--- src/rtl/bg_pkg.sv ---
package bg_pkg;

  typedef enum logic [1:0] {
    SRC_FIX_A = 2'd0,
    SRC_FIX_B = 2'd1,
    SRC_FRAC  = 2'd2
  } pre_src_e;

  // Fractional divider is only honoured in asynchronous mode.
  function automatic pre_src_e pick_src(input logic sel_b, input logic frac_en,
                                        input logic sync_mode);
    if (frac_en && !sync_mode) return SRC_FRAC;
    return sel_b ? SRC_FIX_B : SRC_FIX_A;
  endfunction

endpackage

--- src/rtl/bg_fixdiv.sv ---
module bg_fixdiv #(
  parameter int unsigned RATIO = 2
) (
  input  logic clk,
  input  logic rst_n,
  input  logic run,
  output logic en_o
);
  localparam int unsigned CW = (RATIO > 2) ? $clog2(RATIO) : 1;
  localparam logic [CW-1:0] LAST = CW'(RATIO - 1);

  logic [CW-1:0] cnt_q;

  assign en_o = run && (cnt_q == LAST);

  always_ff @(posedge clk or negedge rst_n) begin
    if (!rst_n)      cnt_q <= '0;
    else if (!run)   cnt_q <= '0;
    else if (en_o)   cnt_q <= '0;
    else             cnt_q <= cnt_q + 1'b1;
  end
endmodule

--- src/rtl/bg_fracdiv.sv ---
module bg_fracdiv #(
  parameter int unsigned FRAC_W = 9
) (
  input  logic              clk,
  input  logic              rst_n,
  input  logic              run,
  input  logic [FRAC_W-1:0] step_n,
  output logic              en_o
);
  logic [FRAC_W-1:0] acc_q;
  logic [FRAC_W:0]   sum;

  // One accumulation: carry out of the sum is the enable.
  function automatic logic [FRAC_W:0] acc_add(input logic [FRAC_W-1:0] a,
                                              input logic [FRAC_W-1:0] b);
    return {1'b0, a} + {1'b0, b};
  endfunction

  assign sum  = acc_add(acc_q, step_n);
  assign en_o = run && sum[FRAC_W];

  always_ff @(posedge clk or negedge rst_n) begin
    if (!rst_n)    acc_q <= '0;
    else if (!run) acc_q <= '0;
    else           acc_q <= sum[FRAC_W-1:0];
  end
endmodule

--- src/rtl/bg_prescale.sv ---
module bg_prescale
  import bg_pkg::*;
#(
  parameter int unsigned FIX_A  = 2,
  parameter int unsigned FIX_B  = 3,
  parameter int unsigned FRAC_W = 9
) (
  input  logic              clk,
  input  logic              rst_n,
  input  logic              run,
  input  logic              sel_b,
  input  logic              frac_en,
  input  logic              sync_mode,
  input  logic [FRAC_W-1:0] frac_n,
  output logic              pre_en,
  output pre_src_e          src
);
  logic [1:0] fix_en;
  logic       frac_pulse;

  for (genvar g = 0; g < 2; g++) begin : g_fix
    bg_fixdiv #(.RATIO(g == 0 ? FIX_A : FIX_B)) u_fix (
      .clk  (clk),
      .rst_n(rst_n),
      .run  (run),
      .en_o (fix_en[g])
    );
  end

  bg_fracdiv #(.FRAC_W(FRAC_W)) u_frac (
    .clk   (clk),
    .rst_n (rst_n),
    .run   (run),
    .step_n(frac_n),
    .en_o  (frac_pulse)
  );

  assign src = pick_src(sel_b, frac_en, sync_mode);

  always_comb begin
    unique case (src)
      SRC_FIX_A: pre_en = fix_en[0];
      SRC_FIX_B: pre_en = fix_en[1];
      SRC_FRAC:  pre_en = frac_pulse;
      default:   pre_en = 1'b0;
    endcase
  end
endmodule

--- src/rtl/bg_timer.sv ---
module bg_timer #(
  parameter int unsigned TMR_W = 13
) (
  input  logic             clk,
  input  logic             rst_n,
  input  logic             run,
  input  logic             pre_en,
  input  logic             wr,
  input  logic [TMR_W-1:0] wdata,
  output logic [TMR_W-1:0] tmr_o,
  output logic [TMR_W-1:0] reload_o,
  output logic             load_o,
  output logic             tick_o
);
  logic [TMR_W-1:0] tmr_q, reload_q, load_val;
  logic             pend_q;

  function automatic logic [TMR_W-1:0] count_next(input logic [TMR_W-1:0] cur,
                                                  input logic [TMR_W-1:0] rld);
    return (cur == '0) ? rld : cur - 1'b1;
  endfunction

  assign load_o   = run && (wr || pend_q);
  assign load_val = wr ? wdata : reload_q;
  assign tick_o   = run && pre_en && !load_o && (tmr_q == '0);

  always_ff @(posedge clk or negedge rst_n) begin
    if (!rst_n) begin
      tmr_q    <= '0;
      reload_q <= '0;
      pend_q   <= 1'b0;
    end else begin
      if (wr) reload_q <= wdata;
      pend_q <= !run && (wr || pend_q);
      if (load_o)              tmr_q <= load_val;
      else if (run && pre_en)  tmr_q <= count_next(tmr_q, reload_q);
    end
  end

  assign tmr_o    = tmr_q;
  assign reload_o = reload_q;
endmodule

--- src/rtl/bg_bitdiv.sv ---
module bg_bitdiv #(
  parameter int unsigned ASYNC_DIV = 16,
  parameter int unsigned SYNC_DIV  = 4
) (
  input  logic clk,
  input  logic rst_n,
  input  logic run,
  input  logic tick,
  input  logic sync_mode,
  output logic bit_en
);
  localparam int unsigned MAXD = (ASYNC_DIV > SYNC_DIV) ? ASYNC_DIV : SYNC_DIV;
  localparam int unsigned CW   = $clog2(MAXD);
  localparam logic [CW-1:0] LAST_A = CW'(ASYNC_DIV - 1);
  localparam logic [CW-1:0] LAST_S = CW'(SYNC_DIV - 1);

  logic [CW-1:0] cnt_q;
  logic [CW-1:0] last;

  assign last   = sync_mode ? LAST_S : LAST_A;
  assign bit_en = tick && (cnt_q >= last);

  always_ff @(posedge clk or negedge rst_n) begin
    if (!rst_n)      cnt_q <= '0;
    else if (!run)   cnt_q <= '0;
    else if (bit_en) cnt_q <= '0;
    else if (tick)   cnt_q <= cnt_q + 1'b1;
  end
endmodule

--- src/rtl/baud_tick_gen.sv ---
module baud_tick_gen
  import bg_pkg::*;
#(
  parameter int unsigned TMR_W     = 13,
  parameter int unsigned FRAC_W    = 9,
  parameter int unsigned REG_W     = 32,
  parameter int unsigned FIX_A     = 2,
  parameter int unsigned FIX_B     = 3,
  parameter int unsigned ASYNC_DIV = 16,
  parameter int unsigned SYNC_DIV  = 4
) (
  input  logic             clk,
  input  logic             rst_n,
  input  logic             run,
  input  logic             pre_sel,
  input  logic             frac_en,
  input  logic             sync_mode,
  input  logic             tmr_wr,
  input  logic [REG_W-1:0] tmr_wdata,
  output logic [REG_W-1:0] tmr_rdata,
  input  logic             frac_wr,
  input  logic [REG_W-1:0] frac_wdata,
  output logic             tmr_tick,
  output logic             bit_en
);
  logic [FRAC_W-1:0] frac_q;
  logic [TMR_W-1:0]  tmr_q, reload_q;
  logic              pre_en, load_now, tick;
  pre_src_e          src;
  logic              unused_hi;

  assign unused_hi = ^{tmr_wdata[REG_W-1:TMR_W], frac_wdata[REG_W-1:FRAC_W]};

  always_ff @(posedge clk or negedge rst_n) begin
    if (!rst_n)       frac_q <= '0;
    else if (frac_wr) frac_q <= frac_wdata[FRAC_W-1:0];
  end

  bg_prescale #(.FIX_A(FIX_A), .FIX_B(FIX_B), .FRAC_W(FRAC_W)) u_pre (
    .clk      (clk),
    .rst_n    (rst_n),
    .run      (run),
    .sel_b    (pre_sel),
    .frac_en  (frac_en),
    .sync_mode(sync_mode),
    .frac_n   (frac_q),
    .pre_en   (pre_en),
    .src      (src)
  );

  bg_timer #(.TMR_W(TMR_W)) u_tmr (
    .clk     (clk),
    .rst_n   (rst_n),
    .run     (run),
    .pre_en  (pre_en),
    .wr      (tmr_wr),
    .wdata   (tmr_wdata[TMR_W-1:0]),
    .tmr_o   (tmr_q),
    .reload_o(reload_q),
    .load_o  (load_now),
    .tick_o  (tick)
  );

  bg_bitdiv #(.ASYNC_DIV(ASYNC_DIV), .SYNC_DIV(SYNC_DIV)) u_bit (
    .clk      (clk),
    .rst_n    (rst_n),
    .run      (run),
    .tick     (tick),
    .sync_mode(sync_mode),
    .bit_en   (bit_en)
  );

  assign tmr_tick  = tick;
  assign tmr_rdata = {{(REG_W-TMR_W){1'b0}}, tmr_q};
endmodule

--- config.mk ---
export PLATFORM = sky130hd
export DESIGN_NAME = baud_tick_gen
export DESIGN_NICKNAME = d
export VERILOG_FILES = /design/src/rtl/bg_pkg.sv /design/src/rtl/bg_fixdiv.sv /design/src/rtl/bg_fracdiv.sv /design/src/rtl/bg_prescale.sv /design/src/rtl/bg_timer.sv /design/src/rtl/bg_bitdiv.sv /design/src/rtl/baud_tick_gen.sv
export SDC_FILE = /design/constraint.sdc
export NUM_CORES = 1
export LEC_CHECK = 0
export CAP_MARGIN = 20
export CORE_MARGIN = 4
export CORE_UTILIZATION = 50
export DETAILED_ROUTE_END_ITERATION = 6
export GPL_TIMING_DRIVEN = 0
export PLACE_DENSITY = 0.87
export SLEW_MARGIN = 5
export SYNTH_ARGS = -nofsm -noshare
export SYNTH_HDL_FRONTEND = slang
export SYNTH_HIERARCHICAL = 1
export SYNTH_SLANG_ARGS = --single-unit
--- constraint.sdc ---
create_clock -name clk -period 6.2 [get_ports clk]
set_input_delay 0.93 -clock clk [delete_from_list [all_inputs] [get_ports clk]]
set_output_delay 0.93 -clock clk [all_outputs]
set_load 0.05 [all_outputs]
==> impl_results.md <==
- RSZ-0062 raised after global routing: no
- Dpl ws: 0.509 ns
- Post-Syn Instances: 286
- Routed len/inst: 15.2 um
- Top delay family on crit path: buffers and inverters
- Hold Crit Depth: 1
- CP Launch Type: primary input
- Crit-path cells: clkdlybuf4s50_1 > buf_2 > a21oi_1 > o21ai_0 > mux2_4 > and2_1 > nand2_1 > nor4_2 > buf_4 > inv_1 > nor2_1 > clkdlybuf4s50_1
- Crit share post-route: between 90% and 100%
- CTS Root Cell: clkbuf_8
- Vias per inst: roughly 5.6
- Worst path most repeated cell: clkdlybuf4s50_1
- Die area: 7640 um^2
- First-pass GRT wire length: 10.8 mm
- Post-CTS sizing: 0
- Outcome: finished clean
- Final instance area: just under 4000 um^2
- PortBufs: 42
- Ratio of cells with drive above 1 in the final layout: 19.9%
- Initial antenna violation count: 0
- Critical setup path kind: primary input to output pin
- Total Nets Final: 442
- Crit-path slowest cell: clkdlybuf4s50_1
- GRT Total Usage: 18.1%
- HPWL Detailed: 4.91 mm
- Initial DRC count: 126
- Clock skew: 0.00576 ns
- Via count: 2,429
- Starting Density: 52.3%
- Worst r2r src: frac_q[2]
- Mean post-synth cell area: ~11 um^2
- DR pass1 iterations: 4
- Num CTS Buffers: 5
- Power per Cell Area: around 290 nW/um^2
- Fmax: about 0.18 GHz
- Setup violators final: 0
- Drt drc: 0
- Max Used Layer: met4
- Post-DP Area: between 3000 and 4000 um^2
- Syn. warnings: 6
- Pins Over Slew Limit: 0
- Placed Cells: 423
- Number of H-tree levels: 2
- Met2 WL: 3.31 mm
- ANT cells: 0
- Final Util: 64.4%
- Die Ht: between 80 and 90 um
- Crit path buf inv count: 5
- Area grow syn2layout: 23.2%
- Post-route insts no fill: ~430
- CTS tree: built
- Largest net degree at the start of global routing: 30
- Row count: 28
- Setup TNS Final: 0 ns
- Hold Vio Cnt, Final: 0
- Met3 wire length: about 440 um
- CTS Hold Bufs: 0
- Crit path time final: 5.70 ns
- CP endpoint kind: output pin
- Number of global-route vias before repair: 2,340
- Clk buf depth: 2
- Clock Sinks: 52
- Peak VDD IR: 169 uV
- Placer Congestion: 0.800
- Hold WS: 0.463 ns
- IO Count: 106
- Clk_lat worst skew: 0.31 ns
- Grt ovf: 0
- Setup Buffers After CTS: 0
- Hold EP: u_pre/g_fix[1].u_fix/cnt_q[0]
- Hold WC Path Type: flip-flop to flip-flop
- Slew @ Worst Pin: about 0.74 ns
- RR Endpoint: u_bit/cnt_q[3]
- Slew HR: 50.7%
- Die Wd: approximately 87 um
- CORE AREA: approximately 6000 um^2
- Leakage power: 1.78 nW
- WL final: 6.55 mm
- Stages on worst setup path: 12
- Largest fanout on the critical path: 24
- R2R depth: 13
- Data required, critical path: 5.27 ns
- Final worst slack: 0.496 ns
- Clock-pin slew on the worst setup and hold paths: 0.09 ns
- R2R setup slack: 2.77 ns
- Overall power: 1.14 mW
- Hold path startpoint: u_pre/g_fix[1].u_fix/cnt_q[0]
- Largest stage delay on the critical path: slightly above 0.9 ns
- Max-Cap Viols: 0
- Met1 wire length: 2.71 mm
- ANT nets after route: 0
- Cell Area, Synth: roughly 3200 um^2
- Worst Path Arrival: 4.77 ns
## state kept, by name, summed over array words and instances (netlist names)
| name | flops |
|---|---|
| u_bit/cnt_q | 4 |
| u_pre/u_frac/acc_q | 9 |
| u_pre/g_fix.u_fix/cnt_q | 3 |
| u_tmr/tmr_o | 13 |
| u_tmr/reload_o | 13 |
| u_tmr/pend_q | 1 |
| frac_q | 9 |
## area by class of cell
type	count	area, um^2
buffer	30	208
sequential	52	1300
timing repair buffer	44	443
fill	510	2140
clock inverter	1	30.0
tap	75	93.8
multi-input combinational	217	1690
clock buffer	7	96.3
inverter	5	18.8
## cells in the final DEF, fill, tap and decap left out, drive strengths merged, types with 10 or more instances in the layout
cell / instances
clkdlybuf4s50: 41
buf: 27
and2: 10
o21ai: 14
conb: 19
nand2: 21
clkbuf: 13
ha: 14
mux2: 24
dfrtp: 52
## metal layers
metal / global-route usage, % / up-vias
met3: 3.12 / 9
met1: 22.3 / 1185
met5: 0 / -
li1: - / 1155
met4: 6.00 / 0
met2: 31.7 / 80
## worst register-to-register path, stage by stage (launching register included)
cell and delay, ns:
dfrtp_1 0.40, ha_1 0.39, nand3_1 0.13, nand2_1 0.12, a21oi_1 0.11, o21ai_0 0.19
mux2_4 0.19, and2_1 0.13, nand2_1 0.16, nor4_2 0.63, buf_4 0.28, inv_1 0.11
and3_1 0.17, a311o_2 0.31
## worst max-delay path by stage
stage | from | to | slack (ns)
after floorplan | run | bit_en | 1.20
after global placement | run | bit_en | 0.16
after detailed placement | run | bit_en | 0.51
after CTS | run | bit_en | 0.51
after global routing | run | bit_en | 0.30
final | run | bit_en | 0.50
## report_power, final
group          internal (mW)  total (mW)  leakage (nW)  switching, mW
Sequential             0.394       0.441         0.640         0.0471
Clock                  0.143       0.254        0.0645          0.112
Combinational          0.191       0.443          1.07          0.253
Power figures use the tool's default switching activity.
